File: config.mk
export PLATFORM = sky130hd
export DESIGN_NAME = bcd_adder_core
export DESIGN_NICKNAME = d
export VERILOG_FILES = /design/src/rtl/bcd_add_pkg.sv /design/src/rtl/bcd_operand_prep.sv /design/src/rtl/bcd_digit_stage.sv /design/src/rtl/bcd_flag_unit.sv /design/src/rtl/bcd_result_reg.sv /design/src/rtl/bcd_adder_core.sv
export SDC_FILE = /design/constraint.sdc
export NUM_CORES = 1
export LEC_CHECK = 0
export BUFFER_PORTS_ARGS = -buffer_cell sky130_fd_sc_hd__buf_2
export CAP_MARGIN = 5
export CORE_MARGIN = 2
export CORE_UTILIZATION = 45
export DETAILED_ROUTE_END_ITERATION = 10
export GPL_TIMING_DRIVEN = 0
export PLACE_DENSITY = 0.84
export SLEW_MARGIN = 40
export SYNTH_ARGS = -nofsm -noshare
export SYNTH_HDL_FRONTEND = slang
export SYNTH_SLANG_ARGS = --single-unit
File: constraint.sdc
create_clock -name clk -period 8.35 [get_ports clk]
set_clock_uncertainty 0.1 [all_clocks]
set_input_delay 1.67 -clock clk [delete_from_list [all_inputs] [get_ports clk]]
set_output_delay 1.67 -clock clk [all_outputs]
set_load 0.005 [all_outputs]
File: src/rtl/bcd_add_pkg.sv
package bcd_add_pkg;

  localparam int DIGIT_W   = 4;
  localparam int DIGIT_MAX = 9;

  typedef struct packed {
    logic [DIGIT_W-1:0] sum;
    logic               carry;
    logic               carry_msb;
  } digit_res_t;

  function automatic digit_res_t digit_add(
    input logic [DIGIT_W-1:0] a,
    input logic [DIGIT_W-1:0] b,
    input logic               cin,
    input logic               dec_en
  );
    digit_res_t          r;
    logic [DIGIT_W:0]    full;
    logic [DIGIT_W-1:0]  part;
    full = {1'b0, a} + {1'b0, b} + {{DIGIT_W{1'b0}}, cin};
    part = {1'b0, a[DIGIT_W-2:0]} + {1'b0, b[DIGIT_W-2:0]}
         + {{(DIGIT_W-1){1'b0}}, cin};
    r.sum       = full[DIGIT_W-1:0];
    r.carry_msb = part[DIGIT_W-1];
    if (dec_en)
      r.carry = (full > (DIGIT_W+1)'(DIGIT_MAX));
    else
      r.carry = full[DIGIT_W];
    return r;
  endfunction

endpackage

File: src/rtl/bcd_operand_prep.sv
module bcd_operand_prep #(
  parameter int DATA_W = 8
) (
  input  logic [DATA_W-1:0] op_b,
  input  logic              dec_mode,
  input  logic              sub_sel,
  output logic [DATA_W-1:0] b_eff,
  output logic              dec_active
);
  always_comb begin
    b_eff      = sub_sel ? ~op_b : op_b;
    dec_active = dec_mode & ~sub_sel;
  end
endmodule

File: src/rtl/bcd_digit_stage.sv
module bcd_digit_stage
  import bcd_add_pkg::*;
(
  input  logic [DIGIT_W-1:0] a_dig,
  input  logic [DIGIT_W-1:0] b_dig,
  input  logic               cin,
  input  logic               dec_en,
  output logic [DIGIT_W-1:0] sum_dig,
  output logic               cout,
  output logic               cout_msb
);
  digit_res_t res;
  always_comb begin
    res      = digit_add(a_dig, b_dig, cin, dec_en);
    sum_dig  = res.sum;
    cout     = res.carry;
    cout_msb = res.carry_msb;
  end
endmodule

File: src/rtl/bcd_flag_unit.sv
module bcd_flag_unit #(
  parameter int NDIG = 2
) (
  input  logic [NDIG:0]   carry_chain,
  input  logic [NDIG-1:0] msb_carry,
  output logic            ac,
  output logic            c,
  output logic            c_msb,
  output logic            v
);
  always_comb begin
    ac    = carry_chain[1];
    c     = carry_chain[NDIG];
    c_msb = msb_carry[NDIG-1];
    v     = c_msb ^ c;
  end
endmodule

File: src/rtl/bcd_result_reg.sv
module bcd_result_reg #(
  parameter int W = 12
) (
  input  logic         clk,
  input  logic         rst,
  input  logic         load,
  input  logic [W-1:0] d,
  output logic         q_valid,
  output logic [W-1:0] q
);
  always_ff @(posedge clk) begin
    if (rst) begin
      q_valid <= 1'b0;
      q       <= '0;
    end else begin
      q_valid <= load;
      if (load) q <= d;
    end
  end
endmodule

File: src/rtl/bcd_adder_core.sv
module bcd_adder_core
  import bcd_add_pkg::*;
#(
  parameter int DATA_W = 8
) (
  input  logic              clk,
  input  logic              rst,
  input  logic              in_valid,
  input  logic [DATA_W-1:0] op_a,
  input  logic [DATA_W-1:0] op_b,
  input  logic              carry_in,
  input  logic              dec_mode,
  input  logic              sub_sel,
  output logic              out_valid,
  output logic [DATA_W-1:0] sum_raw,
  output logic              half_carry,
  output logic              carry_out,
  output logic              overflow,
  output logic              carry6
);
  localparam int NDIG  = DATA_W / DIGIT_W;
  localparam int PACKW = DATA_W + 4;

  logic [DATA_W-1:0] b_eff;
  logic              dec_active;
  logic [NDIG:0]     carry_chain;
  logic [NDIG-1:0]   msb_carry;
  logic [NDIG-1:0]   digit_carry;
  logic [DATA_W-1:0] sum_comb;
  logic              ac_comb, c_comb, c6_comb, v_comb;
  logic [PACKW-1:0]  pack_d, pack_q;

  bcd_operand_prep #(.DATA_W(DATA_W)) prep_i (
    .op_b       (op_b),
    .dec_mode   (dec_mode),
    .sub_sel    (sub_sel),
    .b_eff      (b_eff),
    .dec_active (dec_active)
  );

  assign carry_chain[0] = carry_in;

  for (genvar g = 0; g < NDIG; g++) begin : g_digit
    bcd_digit_stage dig_i (
      .a_dig    (op_a [g*DIGIT_W +: DIGIT_W]),
      .b_dig    (b_eff[g*DIGIT_W +: DIGIT_W]),
      .cin      (carry_chain[g]),
      .dec_en   (dec_active),
      .sum_dig  (sum_comb[g*DIGIT_W +: DIGIT_W]),
      .cout     (carry_chain[g+1]),
      .cout_msb (msb_carry[g])
    );
  end

  assign digit_carry = carry_chain[NDIG:1];

  bcd_flag_unit #(.NDIG(NDIG)) flag_i (
    .carry_chain (carry_chain),
    .msb_carry   (msb_carry),
    .ac          (ac_comb),
    .c           (c_comb),
    .c_msb       (c6_comb),
    .v           (v_comb)
  );

  assign pack_d = {sum_comb, ac_comb, c_comb, v_comb, c6_comb};

  bcd_result_reg #(.W(PACKW)) reg_i (
    .clk     (clk),
    .rst     (rst),
    .load    (in_valid),
    .d       (pack_d),
    .q_valid (out_valid),
    .q       (pack_q)
  );

  assign sum_raw    = pack_q[PACKW-1:4];
  assign half_carry = pack_q[3];
  assign carry_out  = pack_q[2];
  assign overflow   = pack_q[1];
  assign carry6     = pack_q[0];

endmodule

==> results of run 1 <==
==> synthesized netlist by cell type <==
cell type / instances / area (µm²)
a31oi_1: 1 / 6.26
mux2i_1: 1 / 10.0
nand3_1: 1 / 5.00
nand3b_1: 1 / 7.51
a21o_2: 1 / 8.76
ha_1: 6 / 75.1
nand2b_4: 1 / 13.8
and3b_1: 1 / 8.76
o21ai_1: 1 / 5.00
mux2_2: 1 / 11.3
a21oi_1: 4 / 20.0
a211oi_1: 6 / 45.0
o21a_1: 1 / 7.51
o211ai_1: 1 / 7.51
nand2b_1: 4 / 25.0
fa_1: 4 / 80.1
buf_2: 2 / 10.0
xnor2_1: 4 / 35.0
o2bb2ai_1: 1 / 8.76
nor2b_1: 1 / 6.26
nand2_1: 1 / 3.75
or3_4: 1 / 11.3
nor2_1: 11 / 41.3
dfxtp_1: 13 / 260
buf_6: 1 / 11.3
a311oi_1: 1 / 8.76
buf_4: 1 / 7.51
inv_1: 9 / 33.8
a311oi_2: 1 / 15.0
a21oi_2: 1 / 8.76
xor2_1: 7 / 61.3
a311o_1: 1 / 10.0
a211o_1: 1 / 8.76
a21o_1: 1 / 7.51
o22ai_1: 1 / 6.26
==> report_power, final <==
group          switching, mW  internal, mW
clock                 0.0203        0.0185
sequential           0.00330        0.0694
combinational         0.0366        0.0351
total                 0.0602         0.123
==> state kept, by name, indices dropped and copies added, names as in the netlist <==
| name | count |
|---|---|
| reg_i.q | 12 |
| reg_i.q_valid | 1 |
==> through the flow <==
| step | std cells | util, % | total power [mW] | area [µm²] | setup slack, ns |
|---|---|---|---|---|---|
| after floorplan | 94 | - | 0.124 | 892 | 3.49 |
| after global placement | 154 | 56.8 | 0.143 | 1090 | 3.30 |
| after detailed placement | 154 | 56.8 | 0.146 | 1090 | 3.18 |
| after CTS | 158 | 58.1 | 0.184 | 1120 | 3.45 |
| after global routing | 158 | 58.1 | 0.196 | 1120 | 3.29 |
| final | 158 | 58.1 | 0.183 | 1120 | 3.45 |
==> cells by family (layout without fill, tap and decap cells) <==
| group | after synthesis | in the layout | synth area share [%] |
|---|---|---|---|
| compound gates | 23 | 23 | 19.5 |
| simple gates | 22 | 22 | 13.7 |
| flops | 13 | 13 | 29.2 |
| buf+inv | 13 | 50 | 7.01 |
| xor+xnor | 11 | 11 | 10.8 |
| fa+ha+maj | 10 | 10 | 17.4 |
| mux | 2 | 2 | 2.38 |
==> worst register-to-register path, cell delays in order, from the launching register on <==
cell     delay [ns]
dfxtp_1        0.35
nor2_1         0.04
a311o_1        0.27
a31oi_1        0.16
==> worst paths after layout <==
kind | cells past startpoint | slack, ns | to
worst min register to register | 2 | 0.38 | reg_i.q[9]
worst max-delay path | 14 | 3.45 | reg_i.q[2]
worst max register to register | 3 | 7.35 | reg_i.q[2]
worst min-delay path | 2 | 0.38 | reg_i.q[9]
==> final cells by class <==
class,count,area share [%]
clock buffer,4,2.35
inverter,9,3.02
tap,27,3.02
multi-input combinational,68,51.0
timing repair buffer,33,14.8
buffer,4,2.58
sequential,13,23.3
==> routing by layer <==
metal / vias to the layer above / wire length (µm)
met5: - / 0
met2: 21 / 876
met1: 357 / 806
met4: 0 / 36
met3: 5 / 60
li1: 402 / -
==> flow_summary.json, run 1 <==
{
  "ys_warn_count": 0,
  "clkTransAtPathRegs_ns": 0.08,
  "antenna_found_initial": 0,
  "syn_to_final_growth_pct": 25.2,
  "drive_gt1_share_pct": 35.1,
  "grtUsageMet2_pct": 28.0,
  "post_cts_buffers": 0,
  "crit_path_end_kind": "flop",
  "top_usage_layer": "met2",
  "layout_common_cells": "35 x buf_2, 13 x dfxtp_1, 11 x nor2_1, 9 x inv_1, 7 x xor2_1",
  "htreeDepth": 1,
  "multi_input_area_um2": 569,
  "syn-instance-count": 94,
  "ant_nets": 0,
  "regArea_um2": 260,
  "hp-start": "reg_i.q[9]",
  "die_w_um": 48.5,
  "totalNegativeSetupSlack_ns": 0,
  "rows": 16,
  "max_stage_delay_ns": 0.43,
  "cts_root_buf": "clkbuf_4",
  "grt_pass1_wl_um": 2930,
  "viasPerCell": 4.97,
  "use_met3_pct": 1.85,
  "cts.sinks": 13,
  "setup_violations": 0,
  "worst-path-buf-inv": 2,
  "ys_seq_elements": 13,
  "die_y_um": 48.5,
  "crit_type": "in2reg",
  "die_area_um2": 2350,
  "cts_resized": 0,
  "wire_per_inst_um": 11.3,
  "gp_congestion": 0.815,
  "core_um2": 1920,
  "hold_class": "reg2reg",
  "fillCellCount": 196,
  "crit_required_ns": 8.45,
  "syn_area_per_cell_um2": 9.49,
  "maxSlewViolCount": 0,
  "reg2reg_from": "reg_i.q[2]",
  "synth_seq_area_share_pct": 29.2,
  "fin_crit_sh_pct": 58.6,
  "synth.distinct_cells": 35,
  "first_global_vias": 738,
  "drtIter0Drc": 9,
  "tightest_slew_ns": 0.300,
  "powerDensity_nw_per_um2": 164,
  "maxCapViolations": 0,
  "vias": 785,
  "crit_path_cell_trace": "buf_2, xnor2_1, fa_1, inv_1, fa_1, xnor2_1, a21oi_2, a311oi_2, fa_1, fa_1, xor2_1, a21o_1, a311o_1, a31oi_1",
  "status": "completed",
  "leakagePower_nw": 0.551,
  "fmax_mhz": 204,
  "final-hold-violation-count": 0,
  "syn_nets": 126,
  "start_util_pct": 46.4,
  "holdWs_ns": 0.378,
  "globalRouteMet1Util_pct": 18.5,
  "relSlewSlack_pct": 80.0,
  "track_usage_pct": 15.9,
  "cpMaxStageDelayCell": "fa_1",
  "io_buffers": 33,
  "grt_max_degree": 11,
  "hpwl_um": 1500,
  "critical_path_arrival_ns": 5.00,
  "wirelength_um": 1780,
  "diodes": 0,
  "cts_buffer_depth": 2,
  "cpMostUsedCell": "fa_1",
  "clk-insertion-delay-late_ns": 0.27,
  "syn-cell-area_um2": 892,
  "io_pins": 35,
  "dr.pass1.iters": 4,
  "startpoint": "sub_sel",
  "cts_tree": "yes",
  "cp_max_fo": 9,
  "cts-buffers-inserted": 3,
  "setup.worst_path.start_class": "input port",
  "hold_buffers": 0,
  "ir_drop_mv": 0.0593,
  "cpLargestDelayFamily": "adder cells",
  "fin_crit_ns": 4.90,
  "nets": 164,
  "rsz0062_at_grt": "no",
  "drc": 0,
  "final_common_cell": "buf_2",
  "grt_overflow": 0
}
No activity file was read; power rests on OpenSTA's default activity.
==> inputs of run 2 (changes only) <==
Settings changed: CORE_UTILIZATION 45 to 43.
Clock period 8.35 ns to 4 ns, I/O delays scaled along.
==> flow_summary.json, run 2 (synthesized netlist as in run 1, its figures left out) <==
{
  "status": "completed",
  "layout_common_cells": "34 x buf_2, 13 x dfxtp_1, 11 x nor2_1, 9 x inv_1, 7 x xor2_1",
  "start_util_pct": 45.5,
  "clk-insertion-delay-late_ns": 0.27,
  "die_w_um": 49.6,
  "fin_crit_ns": 3.87,
  "post_cts_buffers": 0,
  "grt_overflow": 0,
  "final_common_cell": "buf_2",
  "reg2reg_setup_slack_ns": 3.07,
  "cp_max_fo": 9,
  "clkTransAtPathRegs_ns": 0.08,
  "io_pins": 35,
  "drive_gt1_share_pct": 38.2,
  "drc": 0,
  "largest_reg_flops": 12,
  "maxCapViolations": 0,
  "gp_congestion": 0.776,
  "pre_cts_ws_ns": -0.290,
  "ant_nets": 0,
  "viasPerCell": 4.94,
  "reg2reg_from": "reg_i.q[2]",
  "die_area_um2": 2460,
  "fin_crit_sh_pct": 96.8,
  "syn_to_final_growth_pct": 27.2,
  "die_y_um": 49.6,
  "final-hold-violation-count": 0,
  "cts.sinks": 13,
  "hp-start": "reg_i.q[7]",
  "antenna_found_initial": 0,
  "grt_max_degree": 11,
  "crit_path_end_kind": "flop",
  "cts_root_buf": "clkbuf_4",
  "diodes": 0,
  "hold_class": "reg2reg",
  "relSlewSlack_pct": 79.0,
  "hold-path-cell-count": 2,
  "max_flop_register": "reg_i.q",
  "cts-buffers-inserted": 3,
  "crit_type": "in2reg",
  "vias": 781,
  "hpwl_um": 1550,
  "fin_ws_ns": 0.127,
  "grt_pass1_wl_um": 3030,
  "critical_path_arrival_ns": 3.98,
  "cts_buffer_depth": 2,
  "tightest_slew_ns": 0.315,
  "dr.pass1.iters": 4,
  "setup.worst_path.start_class": "input port",
  "track_usage_pct": 15.8,
  "top_regs": "reg_i.q: 12 flops, reg_i.q_valid: 1 flops",
  "fin_cells": 158,
  "drtIter0Drc": 10,
  "crit_required_ns": 4.10,
  "worst_r2r_path_depth": 3,
  "first_global_vias": 711,
  "rows": 16,
  "fmax_mhz": 258,
  "setup_violations": 0,
  "cts_tree": "yes",
  "wire_per_inst_um": 11.7,
  "htreeDepth": 1,
  "fillCellCount": 187,
  "io_buffers": 33,
  "maxSlewViolCount": 0,
  "wirelength_um": 1840,
  "leakagePower_nw": 0.555,
  "hold_end": "reg_i.q[7]",
  "place_inst": 154,
  "nets": 164,
  "core_um2": 1960,
  "powerDensity_nw_per_um2": 338,
  "ir_drop_mv": 0.158,
  "worstReg2RegEnd": "reg_i.q[2]"
}
[run 2: metal layers]
metal  track usage [%]  part of all wire (%)  vias to the layer above  routed length, µm
met2              27.6                    51                       27                940
met1              19.0                    44                      358                802
met3              2.42                   5.4                        0                100
met4              6.94                     0                        0                  0
li1                  -                     -                      396                  -
met5                 0                     0                        -                  0
[run 2: repair_timing]
item | in CTS | in global routing
resized for setup | 1 | 4
setup endpoints to repair | 1 | 2
hold buffers | 0 | 0
[run 2: power by group]
| group | leakage, nW | internal [mW] | switching (mW) | total [mW] |
|---|---|---|---|---|
| sequential | 0.108 | 0.145 | 0.00681 | 0.152 |
| combinational | 0.433 | 0.0757 | 0.0787 | 0.154 |
| clock | 0.0150 | 0.0385 | 0.0387 | 0.0773 |
| total | 0.555 | 0.259 | 0.124 | 0.383 |
[run 2: worst max path at each step]
| stage | from | cells past startpoint | end | slack (ns) |
|---|---|---|---|---|
| floorplan | sub_sel | 14 | reg_i.q[2] | 0.005 |
| global placement | sub_sel | 14 | reg_i.q[2] | -0.17 |
| detailed placement | sub_sel | 14 | reg_i.q[2] | -0.29 |
| CTS | sub_sel | 14 | reg_i.q[2] | 0.03 |
| global route | sub_sel | 13 | reg_i.q[2] | -0.005 |
| finish | sub_sel | 13 | reg_i.q[2] | 0.13 |
[run 2: critical path, cell delays in order]
cell,delay [ns]
buf_4,0.17
xnor2_2,0.18
fa_2,0.23
inv_1,0.05
fa_1,0.39
xnor2_1,0.29
a21oi_2,0.11
a311oi_2,0.36
fa_2,0.28
fa_2,0.47
a21o_1,0.18
a311o_1,0.34
a31oi_1,0.12
[run 2: metrics by stage]
stage | hold slack [ns] | utilization [%] | area [µm²] | power [mW] | TNS, ns
after floorplan | 0.362 | - | 892 | 0.258 | 0
after detailed placement | 0.368 | 55.6 | 1090 | 0.306 | -0.477
after CTS | 0.377 | 57.1 | 1120 | 0.385 | 0
after global routing | 0.401 | 57.8 | 1130 | 0.413 | -0.00507
final | 0.376 | 57.8 | 1130 | 0.383 | 0
after global placement | 0.353 | 55.6 | 1090 | 0.299 | -0.255
[run 2: cell type report]
cell class	instances	area (µm²)	share of cell area, %
multi-input cells	68	584	51.5
flip-flops and latches	13	260	22.9
repair buffers	33	165	14.6
inverters	9	33.8	2.98
well taps	27	33.8	2.98
plain buffers	4	31.3	2.76
clock buffers	4	26.3	2.32
==> inputs of run 3 (changes only) <==
Settings changed: ABC_AREA set to 1, PLACE_DENSITY 0.84 to 0.83.
==> flow_summary.json, run 3 <==
{
  "tightest_slew_ns": 0.408,
  "fin_crit_sh_pct": 88.2,
  "ys_seq_elements": 13,
  "reg2reg_from": "reg_i.q[0]",
  "nets": 198,
  "vias": 924,
  "hold_class": "reg2reg",
  "p_clk_share_pct": 20.9,
  "relSlewSlack_pct": 72.8,
  "fmax_mhz": 283,
  "track_usage_pct": 16.2,
  "ant_nets": 0,
  "pre_cts_ws_ns": 0.183,
  "fin_crit_ns": 3.53,
  "gp_congestion": 0.749,
  "syn_nets": 160,
  "grt_overflow": 0,
  "cpMaxStageDelayCell": "fa_1",
  "seq_power_share_pct": 40.5,
  "maxSlewViolCount": 0,
  "viasPerCell": 4.81,
  "totalNegativeSetupSlack_ns": 0,
  "cpLargestDelayFamily": "adder cells",
  "dr.pass1.iters": 4,
  "die_area_um2": 2520,
  "core_um2": 1980,
  "rsz0062_at_grt": "no",
  "max_flop_register": "reg_i.q",
  "hold-path-cell-count": 2,
  "clkTransAtPathRegs_ns": 0.08,
  "worst_r2r_path_depth": 3,
  "clk-insertion-delay-late_ns": 0.26,
  "p_int_mw": 0.245,
  "yosysTopAreaCell": "dfxtp_1",
  "start_util_pct": 46.3,
  "powerDensity_nw_per_um2": 323,
  "io_buffers": 33,
  "cts_resized": 0,
  "crit_type": "in2reg",
  "crit_path_cell_trace": "buf_6, xnor2_1, fa_1, inv_1, fa_1, xnor2_1, nand2_1, nand2_1, inv_1, a21boi_0, fa_1, fa_1, inv_1, nand2_1, nand3_1, nand2_1, inv_1, nand2_1, a21oi_1, nor2_1",
  "cts.sinks": 13,
  "wire_per_inst_um": 9.60,
  "synth.distinct_cells": 19,
  "max_stage_delay_ns": 0.43,
  "io_pins": 35,
  "reg2reg_setup_slack_ns": 3.09,
  "setup_violations": 0,
  "drc": 0,
  "status": "completed",
  "top_regs": "reg_i.q: 12 flops, reg_i.q_valid: 1 flops",
  "async_flop_share_pct": 0,
  "cpMostUsedCell": "nand2_1",
  "drtIter0Drc": 14,
  "fin_ws_ns": 0.470,
  "cp_max_fo": 9,
  "multi_input_area_um2": 543,
  "post_cts_buffers": 0,
  "die_w_um": 50.2,
  "largest_reg_flops": 12,
  "p_sw_mw": 0.124,
  "yosysTopAreaCellShare_pct": 28.3,
  "final_common_cell": "buf_2",
  "p_comb_share_pct": 38.6,
  "htreeDepth": 1,
  "postSynth.topFlopCell": "dfxtp_1",
  "worstReg2RegEnd": "reg_i.q[0]",
  "wirelength_um": 1840,
  "ir_drop_mv": 0.175,
  "setup.worst_path.start_class": "input port",
  "syn-instance-count": 128,
  "layout_common_cells": "35 x buf_2, 24 x inv_1, 24 x nor2_1, 19 x nand2_1, 13 x dfxtp_1",
  "drive_gt1_share_pct": 23.6,
  "grt_pass1_wl_um": 3280,
  "grt_max_degree": 11,
  "ys_warn_count": 0,
  "cts_root_buf": "clkbuf_4",
  "fillCellCount": 182,
  "cts-buffers-inserted": 3,
  "synth_edf_count": 0,
  "leakagePower_nw": 0.670,
  "critical_path_arrival_ns": 3.60,
  "synth_area_leaders": "dfxtp_1 28%, inv_1 9.8%, nor2_1 9.8%, fa_1 8.7%, ha_1 8.2%",
  "cts_tree": "yes",
  "yosys-top-cells-count": "24 x inv_1, 24 x nor2_1, 19 x nand2_1, 13 x dfxtp_1, 9 x nand3_1",
  "worst-path-buf-inv": 5,
  "swShare_pct": 33.6,
  "diodes": 0,
  "syn_to_final_growth_pct": 24.5,
  "crit_path_end_kind": "flop",
  "hpwl_um": 1570,
  "power_mw": 0.369,
  "synth_seq_area_share_pct": 28.3,
  "syn-cell-area_um2": 918,
  "first_global_vias": 857,
  "syn_area_per_cell_um2": 7.17,
  "hp-start": "reg_i.q[5]",
  "hold_end": "reg_i.q[5]",
  "maxCapViolations": 0,
  "crit_required_ns": 4.07,
  "hold_buffers": 0,
  "regArea_um2": 260,
  "final-hold-violation-count": 0,
  "cts_buffer_depth": 2,
  "die_y_um": 50.2,
  "antenna_found_initial": 0,
  "rows": 16
}
[run 3: kinds of logic (layout without fill, tap and decap cells)]
kind of cell,count (synthesis),after routing,synth area share [%]
buf+inv,28,65,12.5
fa+ha+maj,10,10,16.9
xor+xnor,9,9,8.58
simple gates,53,53,23.2
flops,13,13,28.3
compound gates,15,15,10.5
[run 3: per-stage QoR]
stage,hold slack [ns],util (%),area (µm²),std cells
final,0.377,57.7,1140,192
after global routing,0.405,57.7,1140,192
after CTS,0.377,57.7,1140,192
after detailed placement,0.367,56.4,1120,188
after global placement,0.364,56.4,1120,188
after floorplan,0.372,-,918,128
[run 3: final cells by class]
cell class,count,share of cell area (%)
Multi-Input combinational cell,87,47.5
Sequential cell,13,22.8
Timing Repair Buffer,33,14.4
Inverter,24,7.88
Tap cell,27,2.95
Clock buffer,4,2.30
Buffer,4,2.19
[run 3: per-layer routing]
metal | global-route usage (%) | share of wire (%) | routed length [µm]
met1 | 18.7 | 41 | 759
met2 | 30.3 | 53 | 974
met3 | 2.98 | 4.9 | 91
met4 | 4.17 | 0.98 | 18
met5 | 0 | 0 | 0
[run 3: how the worst max path moves through the flow]
stage | start | end | slack, ns | cells past startpoint
2_1_floorplan | sub_sel | reg_i.q[1] | 0.40 | 19
3_3_place_gp | sub_sel | reg_i.q[2] | 0.24 | 19
3_5_place_dp | sub_sel | reg_i.q[1] | 0.18 | 20
4_1_cts | sub_sel | reg_i.q[2] | 0.47 | 19
5_1_grt | sub_sel | reg_i.q[1] | 0.24 | 20
6_report | sub_sel | reg_i.q[1] | 0.47 | 20
[run 3: worst register-to-register path, cell delays in order, from the launching register on]
cell and delay [ns]:
dfxtp_1 0.33, nor2_1 0.04, or3_1 0.33, inv_1 0.05
[run 3: power groups by stage]
stage,Combinational (mW),Clock (mW),Sequential (mW)
after floorplan,0.0954,0,0.154
after global placement,0.137,0,0.152
after detailed placement,0.143,0,0.153
after CTS,0.143,0.0792,0.150
after global routing,0.166,0.0869,0.151
final,0.142,0.0774,0.150
